`src/rtl/crg_pkg.sv`:
```
// Package: shared widths and the per-request record carried from the strobe
// cycle to the data-return cycle.
// Assumes a byte-wide flash and a limit byte that forms the upper address bits.
package crg_pkg;
    localparam int ADDR_W  = 16;
    localparam int LIMIT_W = 8;
    localparam int DATA_W  = 8;

    // Decision inputs captured when a request is issued.
    typedef struct packed {
        logic is_table_read; // data read of code memory, not a fetch
        logic req_upper;     // requester executes in the upper partition
        logic tgt_lower;     // target address lies in the lower partition
    } req_slot_t;
endpackage

```
`src/rtl/crg_partition.sv`:
```
// Module: crg_partition
// Classifies one address against the limit: the address is in the upper
// partition when its top LIMIT_W bits are at or above the limit byte.
// Assumes LIMIT_W <= ADDR_W; the low bits only set the 2^(ADDR_W-LIMIT_W) step.
module crg_partition #(
    parameter int ADDR_W  = 16,
    parameter int LIMIT_W = 8
) (
    input  logic [ADDR_W-1:0]  addr,
    input  logic [LIMIT_W-1:0] limit,
    output logic               is_upper
);
    localparam int TOP = ADDR_W - 1;

    logic [LIMIT_W-1:0] addr_hi;

    // Pick out the address bits that line up with the limit byte.
    always_comb begin
        addr_hi = addr[TOP -: LIMIT_W];
    end

    // The limit address itself counts as upper (inclusive compare).
    always_comb begin
        is_upper = (addr_hi >= limit);
    end
endmodule

```
`src/rtl/crg_req_pipe.sv`:
```
// Module: crg_req_pipe
// Delays the request record by LAT cycles so that it lines up with the flash
// return data. Assumes the flash returns data exactly LAT cycles after a strobe
// and accepts at most one request per cycle.
module crg_req_pipe
    import crg_pkg::*;
#(
    parameter int LAT = 1
) (
    input  logic      clk,
    input  logic      rst_n,
    input  req_slot_t slot_in,
    output req_slot_t slot_out
);
    localparam int LAST = LAT - 1;

    req_slot_t stage [LAT];

    // The first stage captures the record issued in the strobe cycle.
    always_ff @(posedge clk) begin
        if (!rst_n) stage[0] <= '0;
        else        stage[0] <= slot_in;
    end

    // Any further stages just shift the record along.
    for (genvar g = 1; g < LAT; g++) begin : g_stage
        always_ff @(posedge clk) begin
            if (!rst_n) stage[g] <= '0;
            else        stage[g] <= stage[g-1];
        end
    end

    // Present the record that belongs to the data now returning.
    always_comb begin
        slot_out = stage[LAST];
    end
endmodule

```
`src/rtl/crg_return_mux.sv`:
```
// Module: crg_return_mux
// Return-path gate: blanks the flash byte and raises the violation flag when
// the aligned record describes an upper-to-lower table read. It is purely
// combinational, so the return path gains no latency.
module crg_return_mux
    import crg_pkg::*;
#(
    parameter int DATA_W = 8
) (
    input  req_slot_t         slot,
    input  logic [DATA_W-1:0] raw,
    output logic [DATA_W-1:0] data_out,
    output logic              violation
);
    logic blank;

    // Only a table read from upper code aimed at lower memory is blanked.
    always_comb begin
        blank = slot.is_table_read & slot.req_upper & slot.tgt_lower;
    end

    // Substitute zero for the blocked byte; otherwise pass it through.
    always_comb begin
        data_out  = blank ? '0 : raw;
        violation = blank;
    end
endmodule

```
`src/rtl/code_read_guard.sv`:
```
// Module: code_read_guard (top)
// Read-limit guard between the processor's code port and the flash array.
// The requester's and the target's partitions are judged in the strobe cycle
// and carried RD_LAT cycles to the return, where a disallowed table read gets
// 0x00 and a one-cycle violation pulse. Fetches always pass.
// Assumes flash data arrives RD_LAT cycles after a strobe.
module code_read_guard #(
    parameter int RD_LAT = 1
) (
    input  logic        clk,
    input  logic        rst_n,
    input  logic [15:0] exec_pc,
    input  logic        tbl_rd_en,
    input  logic [15:0] tbl_rd_addr,
    input  logic        ifetch_en,
    input  logic [7:0]  sec_limit,
    input  logic [7:0]  flash_rdata,
    output logic [7:0]  rdata,
    output logic        rd_violation
);
    import crg_pkg::*;

    logic      pc_upper;
    logic      tgt_upper;
    req_slot_t issue_slot;
    req_slot_t ret_slot;

    // Classify the executing instruction's address.
    crg_partition #(.ADDR_W(ADDR_W), .LIMIT_W(LIMIT_W)) u_pc_part (
        .addr     (exec_pc),
        .limit    (sec_limit),
        .is_upper (pc_upper)
    );

    // Classify the table-read target address.
    crg_partition #(.ADDR_W(ADDR_W), .LIMIT_W(LIMIT_W)) u_tgt_part (
        .addr     (tbl_rd_addr),
        .limit    (sec_limit),
        .is_upper (tgt_upper)
    );

    // Build the request record; a fetch strobe overrides a table read.
    always_comb begin
        issue_slot.is_table_read = tbl_rd_en & ~ifetch_en;
        issue_slot.req_upper     = pc_upper;
        issue_slot.tgt_lower     = ~tgt_upper;
    end

    crg_req_pipe #(.LAT(RD_LAT)) u_pipe (
        .clk      (clk),
        .rst_n    (rst_n),
        .slot_in  (issue_slot),
        .slot_out (ret_slot)
    );

    crg_return_mux #(.DATA_W(DATA_W)) u_mux (
        .slot      (ret_slot),
        .raw       (flash_rdata),
        .data_out  (rdata),
        .violation (rd_violation)
    );

    // A violation always returns an all-zero byte.
    assert_zero_on_violation_R3: assert property (@(posedge clk) disable iff (!rst_n)
        rd_violation |-> (rdata == 8'h00));

    // Without a violation the flash byte passes through in the same cycle.
    assert_passthrough_R10: assert property (@(posedge clk) disable iff (!rst_n)
        !rd_violation |-> (rdata == flash_rdata));

    if (RD_LAT == 1) begin : g_lat1_checks
        // An upper-to-lower table read is always flagged in its return cycle.
        assert_block_upper_to_lower_R3: assert property (@(posedge clk) disable iff (!rst_n)
            (tbl_rd_en && !ifetch_en && exec_pc[15:8] >= sec_limit
             && tbl_rd_addr[15:8] < sec_limit) |=> rd_violation);

        // A fetch never produces a violation.
        assert_fetch_passes_R4: assert property (@(posedge clk) disable iff (!rst_n)
            ifetch_en |=> !rd_violation);

        // A lower-partition requester is never restricted.
        assert_lower_unrestricted_R5: assert property (@(posedge clk) disable iff (!rst_n)
            (exec_pc[15:8] < sec_limit) |=> !rd_violation);

        // A zero limit leaves everything readable.
        assert_zero_limit_open_R6: assert property (@(posedge clk) disable iff (!rst_n)
            (sec_limit == 8'h00) |=> !rd_violation);

        // A violation is only ever the return of a read strobed one cycle earlier.
        assert_violation_has_cause_R9: assert property (@(posedge clk) disable iff (!rst_n)
            !tbl_rd_en |=> !rd_violation);
    end
endmodule

```
`config.mk`:
```
export PLATFORM = sky130hd
export DESIGN_NAME = code_read_guard
export DESIGN_NICKNAME = d
export VERILOG_FILES = /design/src/rtl/crg_pkg.sv /design/src/rtl/crg_partition.sv /design/src/rtl/crg_req_pipe.sv /design/src/rtl/crg_return_mux.sv /design/src/rtl/code_read_guard.sv
export SDC_FILE = /design/constraint.sdc
export NUM_CORES = 1
export LEC_CHECK = 0
export ABC_AREA = 1
export BUFFER_PORTS_ARGS = -buffer_cell sky130_fd_sc_hd__buf_2
export CAP_MARGIN = 20
export CORE_MARGIN = 2
export CORE_UTILIZATION = 33
export CTS_CLUSTER_SIZE = 12
export DETAILED_ROUTE_END_ITERATION = 10
export PLACE_DENSITY = 0.79
export SLEW_MARGIN = 20
export SYNTH_ARGS = -nofsm -noshare
export SYNTH_HDL_FRONTEND = slang
export SYNTH_SLANG_ARGS = --single-unit
```
`constraint.sdc`:
```
create_clock -name clk -period 1.51 [get_ports clk]
set_clock_uncertainty 0.2 [all_clocks]
set_input_delay 0.151 -clock clk [delete_from_list [all_inputs] [get_ports clk]]
set_output_delay 0.151 -clock clk [all_outputs]
set_load 0.005 [all_outputs]
```
# Word level (Yosys, flattened, before mapping)
# Memories as Yosys holds them, arrays and structs flattened.
# Cells that the tools add are included.
[classes]
magnitude_cmp = 2
n_mux = 5
bitwise = 5
reduce_logical = 1
[op_table]
columns = ["op", "n"]
rows = [
  ["$ge 8x8->1", 2],
  ["$mux 8", 1],
  ["$and 1x1->1", 3],
  ["$mux 1", 3],
  ["$mux 3", 1],
  ["$reduce_or 3->1", 1],
  ["$not 1->1", 2],
]
[totals]
regBits = 0
mem_bits_rw = 3
inputBits = 52
word_cells = 14
memories = 1
[memory_table]
columns = ["name", "words", "word_bits", "rd", "rd_clocked_by_memory_dff", "wr", "line", "source"]
rows = [
  ["u_pipe.stage", 1, 3, 1, 0, 1, "crg_req_pipe.sv:17", "req_slot_t stage [LAT];"],
]

# Logic depth before layout (Yosys ltp)
[logic_depth]
word_depth = 3
ltp_mapped = 11
depth_no_buf = 11

# Modules after synthesis
# A second synthesis with hierarchy kept.
[hier_totals]
cells_unflattened = 100
area_unflattened_um2 = 608.1
[by_module_without_submodules]
columns = ["module", "n_inst", "cells_per_inst", "area_each_um2"]
rows = [
  ["crg_partition", 2, 35, 215.2],
  ["crg_req_pipe", 1, 9, 82.6],
  ["crg_return_mux", 1, 18, 81.3],
  ["code_read_guard", 1, 3, 13.8],
]

# Least setup slack after synthesis
# No wires, ideal clock.
[synth_timing]
path_kind = "input port to flip-flop"
from = "in sec_limit[7]"
to = "mem u_pipe.stage[0][1] in the netlist's numbering"
setup_ps = 109
arrival_time_ps = 898
slack_ps = 303
path_stages = 7
path_cell_list = "inv_1 -> ha_1 -> a21o_2 -> nor2_1 -> nand3_1 -> nand2_1 -> inv_1"
[synth_via]
elab_chain_len = 2
[synth_rtl]
columns = ["item", "line", "source"]
rows = [
  ["start: declaration", "code_read_guard.sv:16", "input logic [7:0] sec_limit,"],
  ["$ge 8x8->1", "crg_partition.sv:24", "is_upper = (addr_hi >= limit);"],
  ["$mux 3 (no source line)", "--", ""],
  ["end: declaration", "crg_req_pipe.sv:17", ""],
]
# No other way between the ends.

# Worst setup path after layout
[layout_timing]
from = "mem u_pipe.stage[0][0] in the netlist's numbering"
to = "out rdata[0]"
[layout_via]
elab_chain_len = 3
[layout_rtl]
columns = ["item", "line", "source"]
rows = [
  ["$mem_v2 1x3", "--", ""],
  ["$and 1x1->1", "crg_return_mux.sv:19", "blank = slot.is_table_read & slot.req_upper & slot.tgt_lower;"],
  ["$mux 8", "crg_return_mux.sv:24", "data_out = blank ? '0 : raw;"],
  ["end: declaration", "code_read_guard.sv:18", "output logic [7:0] rdata,"],
]
# No other way between the ends.

==> impl_metrics.tcl <==
set metrics [dict create \
    hold_violations 1 \
    final_nets 206 \
    max-vdd-ir-drop_mv 0.227 \
    violations "hold timing" \
    fmax_ghz 0.752 \
    place_area_um2 781 \
    routed_wl_mm 1.36 \
    postSynthAreaPerCell_um2 6.29 \
    gp_congestion 0.669 \
    syn-cell-area_um2 541 \
    yosysSeqAreaShare_pct 11.1 \
    startpoint "u_pipe.stage[0][0]" \
    setup.worst_path.end "rdata[0]" \
    cts_setup_buffers 0 \
    core_area_um2 1520 \
    fin_ws_ns 0.179 \
    cts-buffers-inserted 3 \
    slew_violations 0 \
    hold_depth 3 \
    n_antenna_cell 0 \
    p_switching_mw 0.128 \
    syn_inst 86 \
    placed_cells_incl_taps 146 \
    first_iter_violations 3 \
    min_from "rst_n" \
    run_status "finished with violations" \
    dieArea_um2 1980 \
    wl_met2_um 719 \
    layout-drive-gt1-share_pct 36.5 \
    post_drt_wl_per_cell_um 8.91 \
    min_path_type "in -> reg" \
    htree_levels 1 \
    final-setup-viol-count 0 \
    min_period_ns 1.33 \
    power.share.clock_pct 35.1 \
    clock_path_buffers 2 \
    pwr-share-seq_pct 21.8 \
    fillCellCount 161 \
    crit_path_end_kind "output pin" \
    required_ns 1.16 \
    grt_pass1_vias 617 \
    whs_ns -0.0298 \
    antenna_found_initial 0 \
    tightest_slew_ns 0.164 \
    ant_nets 0 \
    grt_max_degree 10 \
    rsz0062_at_grt "false" \
    synthesis.nets 154 \
    cts_num_sinks 3 \
    pin_count 61 \
    start_util_pct 35.5 \
    pwr-share-comb_pct 43.2 \
    wl_met1_um 518 \
    firstDrtPassIters 4 \
    fin_crit_sh_pct 88.1 \
    finalSetupTns_ns 0 \
    drv_cap 0 \
    regMostFlops "u_pipe.stage" \
    stdcell_count 153 \
    yosysUniqueCellTypes 11 \
    wl_met3_um 108 \
    area_growth_pct 55.8 \
    cp.arrival_ns 0.98 \
    fp-row-count 14 \
    crit_type "reg -> out" \
    via_per_inst 4.52 \
    grt_pass1_wl_mm 2.14 \
    path_max_fanout 9 \
    maxSlewHeadroom_pct 89.1 \
    die_w_um 44.5 \
    grt.total_usage_pct 14.3 \
    root_buffer "clkbuf_4" \
    internal_power_mw 0.278 \
    yosys_register_bits 3 \
    reg_top3 "u_pipe.stage: 3 flops" \
    dr_total_vias 691 \
    cts_tree "yes" \
    ys_warn_count 0 \
    switching_share_pct 31.6 \
    grt-ovfl-total 0 \
    clkSlewWorstSetupHoldPaths_ns 0.04 \
    dpl_worst_slack_ns 0.127 \
    highest_layer "met4" \
    post-dp-hpwl_mm 1.21 \
    startpoint_type "flip-flop" \
    power_density_nw_per_um2 482 \
    final_area_um2 842 \
    largest_reg_flops 3 \
    portBuffers 44 \
    fp.dieH_um 44.5 \
    p_leak_nw 0.595 \
    drc_errors 0 \
]
cells in the mapped netlist (all sizes together):
cell	n	area share [%]
inv	25	17
nand2	23	16
ha	16	37
nor2	6	4.6
a21oi	5	4.6
dfxtp	3	11
nand3	3	2.8
nand4	3	3.5
a21o	1	1.6
o21bai	1	1.4
cell usage in the layout, fill, tap and decap left out, drive strengths merged:
cell type and n:
dfxtp 3, a21oi 5, nand4 3, clkbuf 4
ha 16, dlygate4sd3 3, inv 25, o21bai 1
buf 44, nand2 23, nand3 3, a21o 1
nor2 6
cell type report:
type	count	area, um2	share of cell area (%)
Sequential cell	3	60.1	7.13
Clock buffer	4	26.3	3.12
Inverter	25	93.8	11.1
Timing Repair Buffer	47	250	29.7
Multi-Input combinational cell	58	392	46.5
Tap cell	16	20.0	2.38
cell families after synthesis:
family / share of synthesized area, %
AOI/OAI and AO/OA: 7.64
adders and majority gates: 37.0
buffers and inverters: 17.4
DFF: 11.1
and+or+nand+nor: 26.9
through the flow:
step	power [mW]	utilization, %
2_1_floorplan	0.182	-
5_1_grt	0.442	55.3
3_5_place_dp	0.258	51.2
6_report	0.406	55.3
4_1_cts	0.413	54.9
3_3_place_gp	0.250	51.2
power groups by stage:
stage | clock network (mW) | logic [mW] | registers (mW)
after floorplan | 0 | 0.0938 | 0.0881
after global placement | 0 | 0.162 | 0.0883
after detailed placement | 0 | 0.170 | 0.0885
after CTS | 0.149 | 0.177 | 0.0873
after global routing | 0.148 | 0.205 | 0.0886
final | 0.142 | 0.175 | 0.0883
worst min path at each step:
stage | slack (ns) | endpoint
global route | 0.01 | u_pipe.stage[0][2]
finish | -0.03 | u_pipe.stage[0][2]
detailed placement | 0.12 | u_pipe.stage[0][2]
global placement | 0.11 | u_pipe.stage[0][2]
floorplan | 0.02 | u_pipe.stage[0][2]
CTS | 0.07 | u_pipe.stage[0][0]
worst max-delay path: stages (launching register included):
cell and delay, ns:
dfxtp_1 0.31, nand3_2 0.16, nand2_1 0.12, inv_1 0.04, buf_2 0.11
metal layers:
metal / global-route usage [%] / up-vias
li1: - / 367
met1: 12.7 / 287
met2: 31.9 / 35
met3: 0.408 / 2
met4: 5.45 / 0
met5: 0 / -
timing repair:
item	4_1_cts	5_1_grt
setup endpoints to repair	0	2
hold buffers	3	1
gates resized for setup	0	1
endpoints found under the hold margin	2	1
Power figures use the tool's default switching activity.
